`config.mk`:
```
export PLATFORM = sky130hd
export DESIGN_NAME = rmx_translate
export DESIGN_NICKNAME = d
export VERILOG_FILES = /design/src/rtl/rmx_pkg.sv /design/src/rtl/rmx_sum.sv /design/src/rtl/rmx_gate.sv /design/src/rtl/rmx_stage.sv /design/src/rtl/rmx_translate.sv
export SDC_FILE = /design/constraint.sdc
export NUM_CORES = 1
export LEC_CHECK = 0
export ABC_AREA = 1
export BUFFER_PORTS_ARGS = -buffer_cell sky130_fd_sc_hd__buf_2
export CAP_MARGIN = 20
export CORE_UTILIZATION = 49
export DETAILED_ROUTE_END_ITERATION = 7
export GPL_TIMING_DRIVEN = 0
export PLACE_DENSITY_LB_ADDON = 0.08
export SLEW_MARGIN = 20
export SYNTH_ARGS = -nofsm -noshare
export SYNTH_HDL_FRONTEND = slang
export SYNTH_HIERARCHICAL = 1
export SYNTH_SLANG_ARGS = --single-unit
```
`constraint.sdc`:
```
create_clock -name clk -period 1.9 [get_ports clk]
set_input_delay 0.19 -clock clk [delete_from_list [all_inputs] [get_ports clk]]
set_output_delay 0.19 -clock clk [all_outputs]
set_load 0.02 [all_outputs]
```
`src/rtl/rmx_pkg.sv`:
```
package rmx_pkg;
  parameter int SEG_W  = 16;
  parameter int OFF_W  = 16;
  parameter int SHIFT  = 4;
  localparam int ADDR_W = SEG_W + SHIFT + 1;

  typedef struct packed {
    logic [ADDR_W-1:0] raw;
    logic [ADDR_W-1:0] addr;
    logic              carry;
  } rmx_res_t;
endpackage

```
`src/rtl/rmx_sum.sv`:
```
module rmx_sum
  import rmx_pkg::*;
(
  input  logic [SEG_W-1:0]  seg,
  input  logic [OFF_W-1:0]  off,
  output logic [ADDR_W-1:0] sum,
  output logic              carry
);
  localparam int SEG_PAD = ADDR_W - SEG_W - SHIFT;
  localparam int OFF_PAD = ADDR_W - OFF_W;

  logic [ADDR_W-1:0] seg_ext;
  logic [ADDR_W-1:0] off_ext;

  always_comb begin
    seg_ext = {{SEG_PAD{1'b0}}, seg, {SHIFT{1'b0}}};
    off_ext = {{OFF_PAD{1'b0}}, off};
    sum     = seg_ext + off_ext;
    carry   = sum[ADDR_W-1];
  end
endmodule

```
`src/rtl/rmx_gate.sv`:
```
module rmx_gate
  import rmx_pkg::*;
(
  input  logic [ADDR_W-1:0] raw,
  input  logic              gate,
  output logic [ADDR_W-1:0] gated
);
  always_comb begin
    gated             = raw;
    gated[ADDR_W-1]   = raw[ADDR_W-1] & gate;
  end
endmodule

```
`src/rtl/rmx_stage.sv`:
```
module rmx_stage
  import rmx_pkg::*;
(
  input  logic     clk,
  input  logic     rst_n,
  input  logic     in_valid,
  output logic     in_ready,
  input  rmx_res_t in_data,
  output logic     out_valid,
  input  logic     out_ready,
  output rmx_res_t out_data
);
  logic accept;

  assign in_ready = !out_valid || out_ready;
  assign accept   = in_valid && in_ready;

  always_ff @(posedge clk) begin
    if (!rst_n) begin
      out_valid <= 1'b0;
      out_data  <= '0;
    end else if (accept) begin
      out_valid <= 1'b1;
      out_data  <= in_data;
    end else if (out_ready) begin
      out_valid <= 1'b0;
    end
  end

  // an accepted request is presented after the next edge
  assert_accept_presents_R6: assert property (@(posedge clk) disable iff (!rst_n)
    accept |=> out_valid);

  // a stalled result does not move
  assert_stall_holds_R8: assert property (@(posedge clk) disable iff (!rst_n)
    (out_valid && !out_ready) |=> (out_valid && $stable(out_data)));
endmodule

```
`src/rtl/rmx_translate.sv`:
```
module rmx_translate
  import rmx_pkg::*;
(
  input  logic              clk,
  input  logic              rst_n,
  input  logic              in_valid,
  output logic              in_ready,
  input  logic [SEG_W-1:0]  in_seg,
  input  logic [OFF_W-1:0]  in_off,
  input  logic              gate_en,
  output logic              out_valid,
  input  logic              out_ready,
  output logic [ADDR_W-1:0] out_raw,
  output logic [ADDR_W-1:0] out_addr,
  output logic              out_carry
);
  logic [ADDR_W-1:0] sum_w;
  logic              carry_w;
  logic [ADDR_W-1:0] gated_w;
  rmx_res_t          res_in;
  rmx_res_t          res_out;

  rmx_sum u_sum (
    .seg   (in_seg),
    .off   (in_off),
    .sum   (sum_w),
    .carry (carry_w)
  );

  rmx_gate u_gate (
    .raw   (sum_w),
    .gate  (gate_en),
    .gated (gated_w)
  );

  always_comb begin
    res_in.raw   = sum_w;
    res_in.addr  = gated_w;
    res_in.carry = carry_w;
  end

  rmx_stage u_stage (
    .clk       (clk),
    .rst_n     (rst_n),
    .in_valid  (in_valid),
    .in_ready  (in_ready),
    .in_data   (res_in),
    .out_valid (out_valid),
    .out_ready (out_ready),
    .out_data  (res_out)
  );

  assign out_raw   = res_out.raw;
  assign out_addr  = res_out.addr;
  assign out_carry = res_out.carry;

  // sum of the request accepted at the previous edge
  assert_sum_matches_R2: assert property (@(posedge clk) disable iff (!rst_n)
    (in_valid && in_ready) |=> out_raw ==
      ({{(ADDR_W-SEG_W-SHIFT){1'b0}}, $past(in_seg), {SHIFT{1'b0}}} +
       {{(ADDR_W-OFF_W){1'b0}}, $past(in_off)}));

  // gating may only clear bit 20, never set it or touch low bits
  assert_gate_only_clears_R3: assert property (@(posedge clk) disable iff (!rst_n)
    out_valid |-> ((out_addr[ADDR_W-2:0] == out_raw[ADDR_W-2:0]) &&
                   (!out_addr[ADDR_W-1] || out_raw[ADDR_W-1])));

  // gate high at acceptance passes the sum unchanged
  assert_gate_open_R4: assert property (@(posedge clk) disable iff (!rst_n)
    (in_valid && in_ready && gate_en) |=> (out_addr == out_raw));
endmodule

```
* Word-level counts from Yosys, hierarchy flattened
Cells that the tools add are included.
** Storage, ports and cells
- Register bits :: 44
- Output and inout bits :: 45
- Logic and storage cells :: 12
** Operators by class
- Reductions and logical operators :: 4
- Add/subtract/negate cells :: 1
- Muxes and demuxes :: 2
- Bitwise operators :: 1
** Operator list (count)
- adder 20 x 16 -> 21 bit :: 1
- two-way mux 1 bit :: 2
- nonzero test 2 bit :: 1
- AND 1 bit :: 1
- logical AND 1 bit :: 1
- zero test 1 bit :: 1
- logical OR 1 bit :: 1

* Depth between registers and ports, before layout
Gate-level depths: netlist of the first run.
- Word-level depth :: 4
- Depth in mapped cells :: 15

* By module
The synthesis of the first run kept the hierarchy.
** By module, submodules not included
- rmx_stage :: seq. area each 880.8 um^2, times used 1, area each 2118.3 um^2, cells each 287
- rmx_sum :: seq. area each 0.0 um^2, times used 1, area each 909.6 um^2, cells each 175
- rmx_gate :: seq. area each 0.0 um^2, times used 1, area each 157.7 um^2, cells each 22

* Worst setup path before layout of the first run
OpenSTA, ideal clock, no wires.
- Kind :: input-to-reg
- Start :: input in_seg[0]
- End :: register u_stage/out_data[21] (netlist name)
- Stages on the path :: 15
- Arrival :: 1702 ps
- Buffers on the path :: 1
- Data required time :: 1785 ps
- Setup slack :: 83 ps
- Setup time :: 115 ps
- Cells stage by stage :: ha_1 fa_1 nand2_1 nand2_1 and2_4 nand3_2 nand3_2 and2_1 buf_4 nand2_1 inv_1 inv_1 nand3_1 nand2_1 nor2_1
** Between the ends
- Word-level cells in the longest chain between the ends :: 2
** Ends and longest elaborated chain
- from (decl) :: RTL line rmx_translate.sv:8 : input logic [SEG_W-1:0] in_seg,
- adder 20 x 16 -> 21 bit :: RTL line rmx_sum.sv:18 : sum = seg_ext + off_ext;
- via carry_w :: RTL line rmx_translate.sv:18 : logic carry_w;
- AND 1 bit :: RTL line rmx_gate.sv:10 : gated[ADDR_W-1] = raw[ADDR_W-1] & gate;
- via gated_w[20] :: RTL line rmx_translate.sv:19 : logic [ADDR_W-1:0] gated_w;
- to (signal assigned) :: RTL line rmx_stage.sv:24 : out_data <= in_data;
- to (decl) :: RTL line rmx_stage.sv:11 : output rmx_res_t out_data
The timed path passes the listed nets, and every way through them passes these cells.
A chain may end at the register's enable or synchronous reset.

* Final worst setup path of the first run
Same ends and word-level chain as after synthesis.

==> results of run 1 <==
worst register-to-register path: stages (launching register included):
cell and delay [ns]:
dfxtp_1 0.39, nand2_4 0.10, buf_6 0.16, buf_6 0.15, a21oi_2 0.13, nor2_1 0.06
cell type report:
cell class,count,area [um^2]
fillers,657,2530
multi-input cells,310,1630
flip-flops and latches,44,881
repair buffers,75,375
plain buffers,49,372
inverters,81,304
well taps,77,96.3
clock buffers,6,82.6
clock inverters,2,38.8
sequential cells by signal (all words and copies together) (netlist names):
signal / flops
u_stage/out_data: 43
u_stage/out_valid: 1
Yosys cell counts, drive strengths merged:
cell type	number	area [um^2]
xor2	6	52.6
nand4	1	6.26
inv	81	304
nand3b	2	15.0
nand2	123	479
nand3	53	275
a21oi	48	353
fa	1	20.0
or2	2	12.5
a21boi	1	7.51
buf	49	372
ha	12	150
dfxtp	44	881
and2	2	15.0
nor3	3	25.0
nor2	55	209
xnor2	1	8.76
through the flow:
| stage | hold WS [ns] | TNS [ns] | instance area (um^2) | std cells | setup slack, ns |
|---|---|---|---|---|---|
| after floorplan | 0.457 | 0 | 3190 | 484 | 0.0826 |
| after global placement | 0.462 | -0.544 | 3660 | 636 | -0.168 |
| after detailed placement | 0.471 | -0.760 | 3660 | 636 | -0.183 |
| after CTS | 0.193 | 0 | 3780 | 644 | 0.133 |
| after global routing | 0.206 | 0 | 3780 | 644 | 0.0118 |
| final | 0.204 | 0 | 3780 | 644 | 0.134 |
layer usage:
layer  wire, um  track usage  up-vias
li1           -            -     1614
met4         47       0.0362        0
met5          0            0        -
met1       3370        0.272     1282
met3        341       0.0374        4
met2       3400        0.388       66
power groups by stage:
| stage | logic, mW | clock network, mW | registers (mW) |
|---|---|---|---|
| floorplan | 0.600 | 0 | 1.18 |
| global placement | 0.934 | 0 | 1.08 |
| detailed placement | 0.946 | 0 | 1.08 |
| CTS | 0.950 | 0.777 | 1.06 |
| global route | 1.05 | 0.824 | 1.07 |
| finish | 0.947 | 0.770 | 1.06 |
cell families (layout without fill, tap and decap cells):
logic type / after synthesis / after routing / share of synthesized area
compound gates: 49 / 49 / 0.113
xor+xnor: 7 / 7 / 0.0192
fa+ha+maj: 13 / 13 / 0.0534
buf+inv: 130 / 213 / 0.212
flops: 44 / 44 / 0.277
simple gates: 241 / 241 / 0.326
path summary, 6_finish.rpt:
path / startpoint / end / cells after the start
hold reg to reg: u_stage/out_data[0] / u_stage/out_data[0] / 2
hold / removal: rst_n / u_stage/out_data[40] / 3
setup / recovery: in_seg[0] / u_stage/out_data[21] / 16
setup reg to reg: u_stage/out_valid / u_stage/out_data[19] / 5
==> results.md, run 1 <==
* Tot Pwr at 2.77 mW
* Max-Cap Viols at 0
* Area Overhead vs Synth at 18.6%
* Relative slew slack at 0.824
* Clock power frac at 0.278
* Logic pwr share at 0.341
* Final core occ at 0.598
* Hold Fails Final Rpt at 0
* Top fanout value on the critical path at 3
* Clk buf depth at 2
* Status: completed
* H-Tree Depth at 2
* Core area at between 0.006 and 0.007 mm^2
* First-pass GRT wire length at 11200 um
* Starting Density at 0.505
* Initial antenna violation count at 0
* Cell Int Power at 1.83 mW
* Antenna diode count at 0
* Cells after Synth at 484
* Clk_lat worst skew at 0.30 ns
* Rows at 29
* Reg-to-reg slack, setup at 0.83 ns
* Final #Nets at 616
* Cell Pwr Density at about 730 mW/mm^2
* Fin Clk Skew at 0.00466 ns
* Vias in the first global route at 2549
* Count of cell types in the netlist at 28
* DRT antenna net count at 0
* Layout cells sized above 1 at 0.309
* Largest net degree at the start of global routing at 15
* Clock slew at reported path FFs at 0.09 ns
* Final WL at 7160 um
* Register bit total from synthesis at 44
* Worst Setup End Kind: register
* CTS tree: done
* Worst-margin pin slew at around 0.26 ns
* CP Buf/Inv Count at 4
* Average wire per standard cell at approximately 11 um
* Cts bufs inserted at 5
* CP cell instances: buf_2, ha_1, fa_1, nand2_1, nand2_1, and2_4, nand3_2, nand3_2, and2_1, buf_4, nand2_1, inv_1, inv_1, nand3_1, nand2_1, nor2_1
* Initial DRT Pass Iterations at 4
* Post-CTS sizing at 0
* Worst hold path type: input pin to register
* Fmax at between 0.5 and 0.6 GHz
* Sequential-to-total area share from yosys stat at 0.277
* Die Height at between 80 and 90 um
* Commonest non-fill, non-tap cell in the layout: nand2_1
* CP required at 2.10 ns
* Crit path largest cell delay at roughly 0.4 ns
* DRC Markers at 0
* WS Path Type: input pin to register
* Switching Share at 0.339
* Syn avg cell area at 6.58 um^2
* YS warnings at 6
* Cell Area, Synth at 0.00319 mm^2
* Setup bufs post-CTS at 0
* Post-CTS Hold Buffers at 0
* Max VDD drop at 0.649 mV
* DR vias at 2966
* Leakage power at 2.21 nW
* Crit share post-route at 0.930
* Die area at between 0.006 and 0.007 mm^2
* Die extent in x at 82.6 um
* # IOs at a little over 80
* TritonCTS Sinks at between 40 and 50
* Worst path most repeated cell: nand2_1
* PortBufs at 75
* Seq pwr share at 0.381
* Final setup fails at 0
* Most frequent cells in the layout: 118 x nand2_1, 90 x buf_2, 79 x inv_1
* CP delay by family, top: simple AND/OR/NAND/NOR gates
* RSZ-0062 raised after global routing: no
* Fin crit period at 1.77 ns
* Final Slew Violations at 0
* Clock root buffer: clkbuf_8
* GR Overflow Total at 0
* Hpwl dp at 5830 um
* Crit path DAT at 1.97 ns
* Post-Syn Nets at 534
* DR iter-0 viols at 85
* GRT Resource Usage Total at 0.216
* GP Congestion at 0.839
* Crit start category: input pin
* Via density at 4.61
* Sw Pwr at 0.940 mW
* CP max-delay cell: fa_1
Note: power is estimated with default switching activity, not from simulation.
==> inputs of run 2 (changes only) <==
--- a/config.mk
+++ b/config.mk
@@ -8,12 +8,11 @@
 export ABC_AREA = 1
 export BUFFER_PORTS_ARGS = -buffer_cell sky130_fd_sc_hd__buf_2
 export CAP_MARGIN = 20
-export CORE_UTILIZATION = 49
+export CORE_UTILIZATION = 43
 export DETAILED_ROUTE_END_ITERATION = 7
 export GPL_TIMING_DRIVEN = 0
 export PLACE_DENSITY_LB_ADDON = 0.08
 export SLEW_MARGIN = 20
 export SYNTH_ARGS = -nofsm -noshare
 export SYNTH_HDL_FRONTEND = slang
-export SYNTH_HIERARCHICAL = 1
 export SYNTH_SLANG_ARGS = --single-unit
==> run 2 against run 1 <==
Critical endpoint is now u_stage.out_data[13]; critical path depth down 6; largest cell class unchanged; die area is 32% lower; power decreased by 47%; register-to-register slack got worse by 0.16 ns.
==> results.md, run 2 <==
* DRT antenna net count at 0
* H-Tree Depth at 1
* Clk buf depth at 2
* Worst hold path type: input pin to register
* Max FFs per register at 22
* WS Path Type: input pin to register
* Count of cell types in the netlist at 24
* DRC Markers at 0
* Average wire per standard cell at 9.66 um
* Cells after Synth at 306
* Register bit total from synthesis at 23
* Post-CTS Hold Buffers at 0
* Die area at 0.00466 mm^2
* Relative slew slack at 0.702
* Final Slew Violations at 0
* Cts bufs inserted at 3
* Setup bufs post-CTS at 0
* Multi-input gate area at 0.00105 mm^2
* Cell Area, Placed at 0.00235 mm^2
* Largest registers: u_stage.out_data (22), u_stage.out_valid (1)
* Crit path DAT at 1.72 ns
* Rows at 23
* Most frequent cells in the layout: 83 x buf_2, 71 x nand2_1, 49 x nor2_1
* CP required at roughly 2.1 ns
* Starting Density at 0.458
* Commonest non-fill, non-tap cell in the layout: buf_2
* GP Congestion at 0.913
* Clock slew at reported path FFs at 0.08 ns
* Final WL at 4260 um
* Clk_lat worst skew at 0.25 ns
* Ranking of synthesized cells by area: dfxtp_1 24%, nand2_1 14%, nor2_1 9.7%
* Final setup fails at 0
* Sequential-to-total area share from yosys stat at 0.244
* Die Height at 68.2 um
* Register area at 460 um^2
* Crit share post-route at 0.821
* Register-to-Register Path Depth at 7
* Fin crit period at 1.56 ns
* Post-Syn Nets at ~360
* Leakage power at 1.50 nW
* # IOs at 82
* First-pass GRT wire length at 6850 um
* Top fanout value on the critical path at 3
* Largest area contributor in the netlist: dfxtp_1
* Status: completed
* CTS tree: done
* Final non-filler cell total at 441
* Final #Nets at about 440
* Top-count cell post-synth: nand2_1
* Core area at 0.00412 mm^2
* Hpwl dp at about 3600 um
* Initial antenna violation count at 0
* Cell Pwr Density at 614 mW/mm^2
* Worst Setup End Kind: register
* Crit start category: input pin
* Post-CTS sizing at 0
* DR vias at just under 2000
* Main synth FF type: dfxtp_1
* Via density at 4.51
* Area Overhead vs Synth at 27.2%
* Pre-CTS setup slack at between 0.07 and 0.08 ns
* TNS Setup at 0 ns
* Max-Cap Viols at 0
* Commonest cells in the synthesized netlist: 71 x nand2_1, 49 x nor2_1, 47 x inv_1, 23 x dfxtp_1, 22 x buf_4
* Fin area at 0.00240 mm^2
* Syn avg cell area at 6.17 um^2
* Clock root buffer: clkbuf_8
* Placed cells at 437
* GR Overflow Total at 0
* Cell Area, Synth at 0.00189 mm^2
* DR iter-0 viols at 74
* TritonCTS Sinks at 23
* Hold Path Depth at 3
* Worst-margin pin slew at approximately 0.45 ns
* Antenna diode count at 0
* Vias in the first global route at 1646
* Initial DRT Pass Iterations at 4
* Fillers at 429
* Fin Clk Skew at ~0.0014 ns
* Setup ws final at 0.340 ns
* Synth async-reset ratio at 0
* Die extent in x at approximately 68 um
* Hold Fails Final Rpt at 0
* Largest net degree at the start of global routing at 13
* Fmax at 0.641 GHz
* Max VDD drop at around 0.34 mV
* Tot Pwr at roughly 1.5 mW
* YS warnings at 0
* Post-synth EDFFs at 0
* PortBufs at just over 80
* Largest reg by FF count: u_stage.out_data
* Yosys top cell area share at 0.244
* GRT Resource Usage Total at 0.191
* Layout cells sized above 1 at 0.330
* RSZ-0062 raised after global routing: no
## run 2: cell count changes in the layout (fill, tap and decap cells not counted), moves of 7 or more
cell / change
a21oi_2: -28
buf_2: -7
dfxtp_1: -21
inv_1: -32
nand2_1: -47
nand3_1: -31
o21ai_0: +12
## run 2: final cells by class
cell class	count	share of cell area
plain buffers	25	0.0746
clock buffers	4	0.0188
inverters	52	0.0824
multi-input cells	206	0.437
flip-flops and latches	23	0.192
well taps	50	0.0261
repair buffers	81	0.169
## run 2: logic make-up after synthesis
group | synth area share
AOI/OAI and AO/OA | 0.0809
xor gates and xnor gates | 0.0325
adders and majority gates | 0.0902
buffers and inverters | 0.200
DFF | 0.244
and+or+nand+nor | 0.353
## run 2: worst max-delay path, stage by stage
cell	delay, ns
buf_2	0.10
ha_1	0.24
fa_1	0.44
nand3_1	0.11
nand3_1	0.14
nand2_1	0.09
nand2_1	0.06
xor2_1	0.15
o21ai_0	0.15
inv_1	0.05
## run 2: worst paths after layout
| kind | startpoint | slack, ns | end |
|---|---|---|---|
| min | in_off[1] | 0.19 | u_stage.out_data[2] |
| max reg2reg | u_stage.out_valid | 0.67 | u_stage.out_data[14] |
| min reg2reg | u_stage.out_data[21] | 0.47 | u_stage.out_data[21] |
| max | in_seg[0] | 0.34 | u_stage.out_data[13] |
## run 2: metrics by stage
stage	utilization	hold WS (ns)
finish	0.583	0.187
global route	0.583	0.206
CTS	0.583	0.191
detailed placement	0.572	0.455
global placement	0.572	0.439
floorplan	-	0.326
## run 2: power by group
| group | switching [mW] | internal, mW | total [mW] |
|---|---|---|---|
| Sequential | 0.0290 | 0.524 | 0.553 |
| Combinational | 0.373 | 0.251 | 0.624 |
| Clock | 0.147 | 0.149 | 0.296 |
| Total | 0.549 | 0.924 | 1.47 |
## run 2: routing by layer
metal | part of all wire | global-route usage | vias up
li1 | - | - | 1086
met1 | 0.50 | 0.241 | 842
met2 | 0.45 | 0.338 | 60
met3 | 0.049 | 0.0283 | 2
met4 | 0.0052 | 0.0417 | 0
met5 | 0 | 0 | -
==> inputs of run 3 (changes only) <==
==> constraint.sdc (replaced) <==
create_clock -name clk -period 1.35 [get_ports clk]
set_input_delay 0.135 -clock clk [delete_from_list [all_inputs] [get_ports clk]]
set_output_delay 0.135 -clock clk [all_outputs]
set_load 0.02 [all_outputs]
==> run 3 against run 2 <==
First-iteration DRC count is 38% higher; design area increased by 2.3%; sequential share of layout area fell by 0.44 points; worst hold slack lost 0.062 ns; final cell count unchanged; flip-flop and latch count did not move; utilization grew 1.4 points; clock power up 39%; via count grew 0.85%; critical path type unchanged; critical endpoint unchanged; largest power group unchanged.
==> results.md, run 3 (synthesis results as in run 2) <==
* Reg-to-reg slack, setup at 0.20 ns
* Worst hold path type: input pin to register
* Final setup fails at 0
* Max FFs per register at 22
* Hpwl dp at 3600 um
* Leakage power at 1.51 nW
* Average wire per standard cell at 9.63 um
* CP cell instances: buf_2, ha_4, fa_2, nand3_2, nand3_4, nand2_1, nand2_1, xor2_1, o21ai_1, inv_1
* Setup bufs post-CTS at 0
* Status: completed
* Crit share post-route at 0.948
* GRT Resource Usage Total at 0.195
* DRT antenna net count at 0
* Crit path largest cell delay at 0.37 ns
* DR iter-0 viols at 102
* Crit path DAT at roughly 1.4 ns
* Most frequent cells in the layout: 81 x buf_2, 71 x nand2_1, 49 x nor2_1
* Setup ws final at between 0.07 and 0.08 ns
* Largest registers: u_stage.out_data (22), u_stage.out_valid (1)
* GR Overflow Total at 0
* Layout cells sized above 1 at 0.348
* Worst path most repeated cell: nand2_1
* Cell Pwr Density at roughly 850 mW/mm^2
* Initial antenna violation count at 0
* # IOs at 82
* Initial DRT Pass Iterations at 4
* Clk_lat worst skew at 0.26 ns
* Final WL at 4250 um
* Core area at between 0.004 and 0.005 mm^2
* Clock slew at reported path FFs at 0.08 ns
* Rows at 23
* Largest net degree at the start of global routing at 13
* Final #Nets at 442
* Area Overhead vs Synth at 30.2%
* WS Path Type: input pin to register
* CP required at about 1.5 ns
* CP Buf/Inv Count at 2
* PortBufs at 81
* Fin crit period at 1.28 ns
* Starting Density at 0.458
* H-Tree Depth at 1
* CTS tree: done
* Die area at 0.00466 mm^2
* Commonest non-fill, non-tap cell in the layout: buf_2
* Clk buf depth at 2
* CP delay by family, top: adder cells
* Crit start category: input pin
* Fmax at 0.782 GHz
* Relative slew slack at 0.705
* Clock root buffer: clkbuf_8
* RSZ-0062 raised after global routing: no
* Max-Cap Viols at 0
* Final Slew Violations at 0
* DRC Markers at 0
* Final core occ at 0.597
* Die Height at 68.2 um
* GP Congestion at 0.857
* Worst Setup End Kind: register
* Cts bufs inserted at 3
* DR vias at between 2000 and 2500
* Via density at 4.55
* Worst-margin pin slew at 0.442 ns
* Pre-CTS setup slack at -0.267 ns
* Top fanout value on the critical path at 3
* Vias in the first global route at between 1500 and 2000
* Hold Fails Final Rpt at 0
* First-pass GRT wire length at 6960 um
* TritonCTS Sinks at 23
* Die extent in x at a little under 70 um
* CP max-delay cell: fa_2
* Fin Clk Skew at about 0.0053 ns
* Antenna diode count at 0
* Largest reg by FF count: u_stage.out_data
* Max VDD drop at 0.352 mV
-- run 3: cell types whose count changed in the layout (fill, tap and decap cells not counted), sizes merged --
cell	delta
buf	-1
clkbuf	+1
-- run 3: what timing repair did --
action	4_1_cts	5_1_grt
endpoints found under the hold margin	0	0
gates resized for setup	0	7
endpoints found under the setup margin	0	6
hold buffers	0	0
-- run 3: final cells by class --
class,instances,area (um^2)
Buffer,25,181
Clock buffer,4,45.0
Fill cell,424,1660
Inverter,52,198
Multi-Input combinational cell,206,1100
Sequential cell,23,460
Tap cell,50,62.6
Timing Repair Buffer,81,412
-- run 3: report_power, final --
part / internal, mW / switching, mW
clock network: 0.210 / 0.202
logic: 0.366 / 0.534
registers: 0.738 / 0.0403
total: 1.31 / 0.776
-- run 3: final timing paths --
kind,from,end,cells after the start
worst max register to register,u_stage.out_valid,u_stage.out_data[18],7
worst max-delay path,in_seg[0],u_stage.out_data[13],10
worst min register to register,u_stage.out_data[21],u_stage.out_data[21],2
worst min-delay path,in_off[3],u_stage.out_data[4],3
-- run 3: routing by layer --
metal  track usage  routed length, um  share of wire  vias up
met4        0.0547                  3        0.00071        0
met3        0.0200                255          0.060        2
met5             0                  0              0        -
met2         0.343               1950           0.46       70
met1         0.247               2040           0.48      853
li1              -                  -              -     1082
-- run 3: stage by stage --
stage	hold slack [ns]	power [mW]	instance area, um^2	TNS, ns	instances
final	0.125	2.09	2460	0	441
after global routing	0.151	2.26	2460	0	441
after CTS	0.127	2.10	2420	0	441
after detailed placement	0.401	1.69	2370	-2.52	437
after global placement	0.384	1.67	2370	-2.28	437
after floorplan	0.271	1.42	1910	-0.0209	306
-- run 3: worst min-delay path, cell delays in order --
cell and delay, ns:
buf_2 0.07, o21ai_0 0.07, nor2_1 0.07
